`config.mk`:
```
export PLATFORM = sky130hd
export DESIGN_NAME = i2s_tdm_rx
export DESIGN_NICKNAME = d
export VERILOG_FILES = /design/src/rtl/i2s_tdm_rx_pkg.sv /design/src/rtl/i2s_tdm_rx_sync.sv /design/src/rtl/i2s_tdm_rx_cfg.sv /design/src/rtl/i2s_tdm_rx_deser.sv /design/src/rtl/i2s_tdm_rx.sv
export SDC_FILE = /design/constraint.sdc
export NUM_CORES = 1
export LEC_CHECK = 0
export ABC_AREA = 1
export BUFFER_PORTS_ARGS = -buffer_cell sky130_fd_sc_hd__buf_4
export CORE_ASPECT_RATIO = 1.25
export CORE_MARGIN = 5
export CORE_UTILIZATION = 40
export DETAILED_ROUTE_END_ITERATION = 16
export GPL_TIMING_DRIVEN = 0
export SLEW_MARGIN = 5
export SYNTH_ARGS = -nofsm -noshare
export SYNTH_HDL_FRONTEND = slang
export SYNTH_HIERARCHICAL = 1
export SYNTH_SLANG_ARGS = --single-unit
export TNS_END_PERCENT = 1
```
`constraint.sdc`:
```
create_clock -name clk -period 3 [get_ports clk]
set_input_delay 0.45 -clock clk [delete_from_list [all_inputs] [get_ports clk]]
set_output_delay 0.45 -clock clk [all_outputs]
set_load 0.005 [all_outputs]
```
`src/rtl/i2s_tdm_rx_pkg.sv`:
```
package i2s_tdm_rx_pkg;

    localparam int SMP_W  = 32;
    localparam int CHN_W  = 4;
    localparam int MASK_W = 32;
    localparam int POS_W  = 10;
    localparam int BIT_W  = 6;

    typedef enum logic [1:0] {
        FMT_PHILIPS = 2'b00,
        FMT_MSBJ    = 2'b01,
        FMT_LSBJ    = 2'b10,
        FMT_PCM     = 2'b11
    } fmt_e;

    typedef enum logic [1:0] {
        DW_16  = 2'b00,
        DW_24  = 2'b01,
        DW_32  = 2'b10,
        DW_BAD = 2'b11
    } dsize_e;

    typedef struct packed {
        fmt_e              fmt;
        dsize_e            dsize;
        logic              slot32;
        logic              tdm;
        logic [CHN_W-1:0]  chans;
        logic              rise;
        logic [MASK_W-1:0] mask;
    } rx_cfg_t;

    typedef struct packed {
        logic              sw16;
        logic [POS_W-1:0]  frame_bits;
        logic [BIT_W-1:0]  first_bit;
        logic [BIT_W-1:0]  last_bit;
        logic              delay1;
        logic              start_rise;
        logic              bad;
        dsize_e            dsize;
    } rx_geom_t;

    function automatic rx_geom_t derive_geom(rx_cfg_t c);
        rx_geom_t         g;
        logic [BIT_W-1:0] sw;
        logic [BIT_W-1:0] dw;
        logic [CHN_W-1:0] n;
        g.sw16 = (c.dsize == DW_16) && !c.slot32;
        sw = g.sw16 ? BIT_W'(16) : BIT_W'(32);
        case (c.dsize)
            DW_16:   dw = BIT_W'(16);
            DW_24:   dw = BIT_W'(24);
            default: dw = BIT_W'(32);
        endcase
        n = c.tdm ? {c.chans[CHN_W-1:1], 1'b0} : CHN_W'(2);
        if (n == '0) n = CHN_W'(2);
        g.frame_bits = g.sw16 ? (POS_W'(n) << 4) : (POS_W'(n) << 5);
        g.first_bit  = (c.fmt == FMT_LSBJ) ? (sw - dw) : '0;
        g.last_bit   = g.first_bit + dw - BIT_W'(1);
        g.delay1     = (c.fmt == FMT_PHILIPS);
        g.start_rise = (c.fmt == FMT_PCM) || c.rise;
        g.bad        = (c.dsize == DW_BAD);
        g.dsize      = c.dsize;
        return g;
    endfunction

    function automatic logic [SMP_W-1:0] sign_ext(logic [SMP_W-1:0] v, dsize_e d);
        case (d)
            DW_16:   return {{16{v[15]}}, v[15:0]};
            DW_24:   return {{8{v[23]}}, v[23:0]};
            default: return v;
        endcase
    endfunction

endpackage

```
`src/rtl/i2s_tdm_rx_sync.sv`:
```
module i2s_tdm_rx_sync #(
    parameter int STAGES = 2
) (
    input  logic clk,
    input  logic rst,
    input  logic bclk_a,
    input  logic fsync_a,
    input  logic sdata_a,
    output logic bit_evt,
    output logic fs_s,
    output logic sd_s
);
    localparam int W = 3;

    logic [W-1:0] chain [STAGES];
    logic         bclk_d;

    always_ff @(posedge clk) begin
        if (rst) begin
            for (int i = 0; i < STAGES; i++) chain[i] <= '0;
            bclk_d <= 1'b0;
        end else begin
            chain[0] <= {bclk_a, fsync_a, sdata_a};
            for (int i = 1; i < STAGES; i++) chain[i] <= chain[i-1];
            bclk_d <= chain[STAGES-1][2];
        end
    end

    assign bit_evt = chain[STAGES-1][2] & ~bclk_d;
    assign fs_s    = chain[STAGES-1][1];
    assign sd_s    = chain[STAGES-1][0];

endmodule

```
`src/rtl/i2s_tdm_rx_cfg.sv`:
```
module i2s_tdm_rx_cfg
    import i2s_tdm_rx_pkg::*;
(
    input  logic     clk,
    input  logic     rst,
    input  logic     enable,
    input  rx_cfg_t  cfg_in,
    output rx_cfg_t  cfg_q,
    output rx_geom_t geom
);
    always_ff @(posedge clk) begin
        if (rst)          cfg_q <= '0;
        else if (!enable) cfg_q <= cfg_in;
    end

    always_comb geom = derive_geom(cfg_q);

endmodule

```
`src/rtl/i2s_tdm_rx_deser.sv`:
```
module i2s_tdm_rx_deser
    import i2s_tdm_rx_pkg::*;
(
    input  logic              clk,
    input  logic              rst,
    input  logic              enable,
    input  rx_geom_t          geom,
    input  logic [MASK_W-1:0] mask,
    input  logic              bit_evt,
    input  logic              fs,
    input  logic              sd,
    output logic              smp_valid,
    output logic [SMP_W-1:0]  smp_data,
    output logic [CHN_W-1:0]  smp_chan
);
    logic             fs_prev, primed, active;
    logic [POS_W-1:0] pos;
    logic [SMP_W-2:0] sh;

    logic             edge_seen, start, lead, take, in_frame, is_data, capture, finish;
    logic [POS_W-1:0] idx;
    logic [4:0]       slot;
    logic [BIT_W-1:0] bpos;
    logic [SMP_W-1:0] word;

    always_comb begin
        edge_seen = geom.start_rise ? (fs & ~fs_prev) : (~fs & fs_prev);
        start     = bit_evt & primed & edge_seen;
        lead      = start & ~geom.delay1;
        idx       = lead ? '0 : pos;
        take      = bit_evt & (lead | active);
        in_frame  = idx < geom.frame_bits;
        slot      = geom.sw16 ? 5'(idx >> 4) : 5'(idx >> 5);
        bpos      = geom.sw16 ? {2'b00, idx[3:0]} : {1'b0, idx[4:0]};
        is_data   = (bpos >= geom.first_bit) && (bpos <= geom.last_bit);
        capture   = take & in_frame & is_data;
        word      = (bpos == geom.first_bit) ? SMP_W'(sd) : {sh, sd};
        finish    = capture & (bpos == geom.last_bit) & mask[slot] & ~geom.bad;
    end

    always_ff @(posedge clk) begin
        if (rst) begin
            smp_data <= '0;
            smp_chan <= '0;
        end else if (finish) begin
            smp_data <= sign_ext(word, geom.dsize);
            smp_chan <= slot[CHN_W-1:0];
        end
    end

    always_ff @(posedge clk) begin
        if (rst || !enable) begin
            smp_valid <= 1'b0;
            fs_prev   <= 1'b0;
            primed    <= 1'b0;
            active    <= 1'b0;
            pos       <= '0;
            sh        <= '0;
        end else begin
            smp_valid <= finish;
            if (capture) sh <= word[SMP_W-2:0];
            if (bit_evt) begin
                fs_prev <= fs;
                primed  <= 1'b1;
                if (start) begin
                    active <= 1'b1;
                    pos    <= geom.delay1 ? POS_W'(0) : POS_W'(1);
                end else if (pos != '1) begin
                    pos <= pos + POS_W'(1);
                end
            end
        end
    end

endmodule

```
`src/rtl/i2s_tdm_rx.sv`:
```
module i2s_tdm_rx
    import i2s_tdm_rx_pkg::*;
#(
    parameter int SYNC_STAGES = 2
) (
    input  logic              clk,
    input  logic              rst,
    input  logic              enable,
    input  logic [1:0]        cfg_std,
    input  logic [1:0]        cfg_dsize,
    input  logic              cfg_slot32,
    input  logic              cfg_tdm,
    input  logic [CHN_W-1:0]  cfg_chans,
    input  logic              cfg_rise_start,
    input  logic [MASK_W-1:0] cfg_slot_mask,
    input  logic              bclk_in,
    input  logic              fsync_in,
    input  logic              sdata_in,
    output logic              smp_valid,
    output logic [SMP_W-1:0]  smp_data,
    output logic [CHN_W-1:0]  smp_chan,
    output logic              cfg_err
);
    rx_cfg_t  cfg_in, cfg_q;
    rx_geom_t geom;
    logic     bit_evt, fs_s, sd_s;

    always_comb begin
        cfg_in.fmt    = fmt_e'(cfg_std);
        cfg_in.dsize  = dsize_e'(cfg_dsize);
        cfg_in.slot32 = cfg_slot32;
        cfg_in.tdm    = cfg_tdm;
        cfg_in.chans  = cfg_chans;
        cfg_in.rise   = cfg_rise_start;
        cfg_in.mask   = cfg_slot_mask;
    end

    i2s_tdm_rx_sync #(.STAGES(SYNC_STAGES)) u_sync (
        .clk(clk), .rst(rst),
        .bclk_a(bclk_in), .fsync_a(fsync_in), .sdata_a(sdata_in),
        .bit_evt(bit_evt), .fs_s(fs_s), .sd_s(sd_s)
    );

    i2s_tdm_rx_cfg u_cfg (
        .clk(clk), .rst(rst), .enable(enable),
        .cfg_in(cfg_in), .cfg_q(cfg_q), .geom(geom)
    );

    i2s_tdm_rx_deser u_deser (
        .clk(clk), .rst(rst), .enable(enable),
        .geom(geom), .mask(cfg_q.mask),
        .bit_evt(bit_evt), .fs(fs_s), .sd(sd_s),
        .smp_valid(smp_valid), .smp_data(smp_data), .smp_chan(smp_chan)
    );

    assign cfg_err = geom.bad;

endmodule

```
**Word-level counts from Yosys, hierarchy flattened**

Memory sizes are Yosys's and may differ from the RTL's.
Cells that the tools add are included.

- Register bits after elaboration: 125
- Memory bits (writable): 6
- Input bits: 49
- Output and inout port bits: 38
- Memories kept: 1

- $add $sub $neg: 4
- Order comparisons: 4
- Equality and inequality tests: 7
- Multiplexer cells: 22
- Bitwise operators: 20
- Reductions and logical operators: 12

Memory list:

| memory | depth | width | rd ports | clocked after Yosys merged registers in | wr ports | line | source |
|---|---|---|---|---|---|---|---|
| u_sync.chain | 2 | 3 | 2 | 0 | 2 | i2s_tdm_rx_sync.sv:15 | `logic [W-1:0] chain [STAGES];` |

Operators by type and width:

| operator | count |
|---|---|
| 32-bit one-hot mux with 2 select lines | 1 |
| 32-bit 2-to-1 mux | 1 |
| 10-bit 2-to-1 mux | 3 |
| 1-bit bitwise AND | 12 |
| 6-bit == test | 2 |
| 6-bit 2-to-1 mux | 2 |
| 6-bit one-hot mux with 2 select lines | 1 |
| 10-bit by 1-bit adder with 10-bit output (second input constant) | 1 |
| 10-bit by 9-bit < comparator with 1-bit output | 1 |
| 5-bit 2-to-1 mux | 2 |
| 10-bit inequality test (second input constant) | 1 |
| 9-bit 2-to-1 mux | 1 |
| 4-bit 2-to-1 mux | 2 |
| 6-bit adder | 1 |
| 2-bit == test (second input constant) | 3 |
| 6-bit >= comparator | 1 |
| 6-bit <= comparator | 1 |
| 5-bit by 6-bit < comparator with 1-bit output (second input constant) | 1 |
| 1-bit 2-to-1 mux | 6 |
| 3-bit 2-to-1 mux | 2 |
| 6-bit by 1-bit subtractor with 6-bit output (second input constant) | 1 |
| 6-bit subtractor | 1 |
| 1-bit binary-select mux with 5-bit select | 1 |
| 1-bit inverter | 5 |
| 9 further kinds | 16 |

**Longest topological paths before layout**

An unclocked memory read counts as a cell.

- Depth in word-level cells: 14
- Depth in mapped cells: 25
- Gate-level depth less buffers: 23

**Cells and area by module**

Netlist, hierarchy kept.

By module, submodules not included:

| module | instances | cells each | area an instance (um^2) | seq. area each (um^2) |
|---|---|---|---|---|
| i2s_tdm_rx_deser | 1 | 734 | 4621.9 | 1621.6 |
| i2s_tdm_rx_cfg | 1 | 254 | 1860.5 | 860.8 |
| i2s_tdm_rx_sync | 1 | 22 | 196.4 | 140.1 |

**Worst setup path before layout**

Ideal clock, no wire load.

- Path kind: register to register
- From: register, netlist name u_cfg/cfg_q[39]
- To: register u_deser.smp_chan[2]
- Setup time: 0.113 ns
- Arrival time: 2.939 ns
- Required time: 2.887 ns
- Path slack: -0.051 ns
- Stages on the path, launching flop included: 22
- Path buffers: 2
- Clock period less this slack: 3.051 ns
- Cells stage by stage: dfxtp_1 > inv_1 > nor2_1 > inv_1 > ha_1 > nand2_1 > ha_1 > inv_1 > ha_1 > inv_1 > ha_1 > inv_1 > nor2_1 > nand4_1 > nor2_1 > nand2_1 > nor2_2 > nand3_2 > buf_6 > buf_4 > nor2_1 > nor2_1

RTL lines:

| what | line | source |
|---|---|---|
| end signal: assignment | i2s_tdm_rx_deser.sv:47 | `smp_chan <= slot[CHN_W-1:0];` |
| end: declaration | i2s_tdm_rx_deser.sv:14 | `output logic [CHN_W-1:0] smp_chan` |

==> impl_metrics.env <==
export IMPL_yosysWarnings=6
export IMPL_syn2layout_area_growth_pct=30.8
export IMPL_io_pins=87
export IMPL_gp_congestion=0.828
export IMPL_grt_max_degree=17
export IMPL_antenna_found_initial=0
export IMPL_hold_violations=0
export IMPL_start_kind="register"
export IMPL_setup_viol=66
export IMPL_fill_cells=1689
export IMPL_maxSlewHeadroom=0.608
export IMPL_die_w_um=125
export IMPL_core_area_um2=16300
export IMPL_path_cells="nor2_4 > inv_2 > ha_4 > nand2_4 > ha_4 > inv_4 > ha_4 > inv_2 > ha_4 > inv_2 > nor2_4 > nand4_1 > nor2_2 > nand2_2 > nor2_4 > nand3_2 > buf_8 > buf_6 > nor2_1 > nor2_2"
export IMPL_drc_errors=0
export IMPL_port_buffers=85
export IMPL_cts_tree="done"
export IMPL_critPathArrivalTime_ns=3.46
export IMPL_drtIter0Drc=198
export IMPL_via_per_inst=4.55
export IMPL_fin_cells=1373
export IMPL_diodes=0
export IMPL_overflow=0
export IMPL_critPathTopFamily="simple AND/OR/NAND/NOR gates"
export IMPL_crit_type="register to register"
export IMPL_regArea_um2=2610
export IMPL_cpMostUsedCell="ha_4"
export IMPL_vias=6253
export IMPL_cp_required_ns=3.31
export IMPL_worstSkewPairLatency_ns=0.41
export IMPL_grt_pass1_vias=6039
export IMPL_r2r_setup_slack_ns=-0.15
export IMPL_slowest_stage="dfxtp_4"
export IMPL_start_util=0.409
export IMPL_h_tree_depth=4
export IMPL_avgSynthCellArea_um2=6.61
export IMPL_final_common_cell="nand2_1"
export IMPL_firstDrtPassIters=5
export IMPL_holdBufCountCts=0
export IMPL_root_buffer="clkbuf_16"
export IMPL_tns_ns=-4.22
export IMPL_hold_ws_ns=0.241
export IMPL_post_drt_wl_per_cell_um=12.3
export IMPL_crit_buf_inv=6
export IMPL_finalCriticalPeriod_ns=3.15
export IMPL_place_hpwl_mm=12.3
export IMPL_layout_nets=1215
export IMPL_power_density_nw_per_um2=469
export IMPL_p_leak_uw=0.00413
export IMPL_status="finished with violations"
export IMPL_peakVddDrop_mv=0.306
export IMPL_drive_gt1_frac=0.235
export IMPL_finalWirelength_mm=16.9
export IMPL_violations="setup timing"
export IMPL_antenna_left=0
export IMPL_critPathMaxStageDelay_ns=0.36
export IMPL_critPathCaptureType="register"
export IMPL_rows=52
export IMPL_place_inst=1317
export IMPL_fmax_mhz=318
export IMPL_grt_pass1_wl_mm=28.4
export IMPL_final_cell_mix="231 x nand2_1, 137 x inv_1, 127 x nor2_1, 127 x dfxtp_1, 124 x buf_4"
export IMPL_syn_area_um2=6650
export IMPL_path_clk_slew_ns=0.06
export IMPL_grt_usage=0.176
export IMPL_max_clock_path_buffers=2
export IMPL_maxCapViolations=0
export IMPL_cp_max_fo=10
export IMPL_die_h_um=154
export IMPL_skew_ns=0.00669
export IMPL_utilization=0.534
export IMPL_hold_class="input port to register"
export IMPL_setup_slack_ns=-0.146
export IMPL_cts_sinks=130
export IMPL_die_area_um2=19300
export IMPL_multi_input_area_um2=3390
export IMPL_worstMarginPinSlew_ns=0.588
export IMPL_cts_buffers=17
export IMPL_syn_inst=1006
export IMPL_finalMaxSlewViolations=0
export IMPL_period_share=1.05
export IMPL_rsz0062_at_grt="true"
final cells by class:
class / instances / area share
plain buffers: 59 / 0.0489
clock buffers: 19 / 0.0498
clock inverters: 12 / 0.0108
inverters: 157 / 0.0690
multi-input cells: 670 / 0.390
flip-flops and latches: 130 / 0.300
well taps: 216 / 0.0311
repair buffers: 110 / 0.100
path summary, 6_finish.rpt:
path | from | cells after the start | to
max | u_cfg/cfg_q[40] | 20 | u_deser/smp_data[1]
min reg2reg | u_sync/chain[0][0] | 2 | u_sync/chain[0][3]
min | sdata_in | 3 | u_sync/chain[0][0]
max reg2reg | u_cfg/cfg_q[40] | 20 | u_deser/smp_data[1]
registers in the layout (all words and copies together) (netlist names), 4 cells and up:
register          count
u_deser/smp_data     32
u_deser/smp_chan      4
u_sync/chain          6
u_deser/pos          10
u_cfg/cfg_q          42
u_deser/sh           31
repair_timing:
item,4_1_cts,5_1_grt
resized for setup,55,64
pin swaps,17,26
endpoints found under the setup margin,68,68
cloned,1,1
setup buffers,20,3
report_power, final:
group / leakage [µW] / internal [µW] / switching (µW) / total (µW)
Clock: 0.000262 / 1120 / 751 / 1870
Sequential: 0.00106 / 1760 / 21.0 / 1790
Combinational: 0.00281 / 182 / 239 / 421
Total: 0.00413 / 3070 / 1010 / 4080
worst reg2reg max path, cell delays in order (launching register included):
cell and delay, ns:
dfxtp_4 0.36, nor2_4 0.13, inv_2 0.06, ha_4 0.27, nand2_4 0.06, ha_4 0.28
inv_4 0.03, ha_4 0.25, inv_2 0.04, ha_4 0.25, inv_2 0.04, nor2_4 0.08
nand4_1 0.16, nor2_2 0.22, nand2_2 0.09, nor2_4 0.14, nand3_2 0.10, buf_8 0.17
buf_6 0.15, nor2_1 0.12, nor2_2 0.05
through the flow:
stage	power, µW	setup slack (ns)	instance area, µm²
2_1_floorplan	2060	0.00821	6690
3_3_place_gp	2170	-0.864	7600
3_5_place_dp	2180	-0.877	7600
4_1_cts	4090	-0.141	8470
5_1_grt	4230	-0.344	8690
6_report	4080	-0.146	8690
metal layers:
metal | up-vias | track usage | wire length, µm
met5 | - | 0 | 0
met4 | 0 | 0.0579 | 289
met3 | 17 | 0.0337 | 653
met2 | 118 | 0.315 | 8440
met1 | 2731 | 0.212 | 7570
li1 | 3387 | - | -
(Power assumes the default switching activity.)
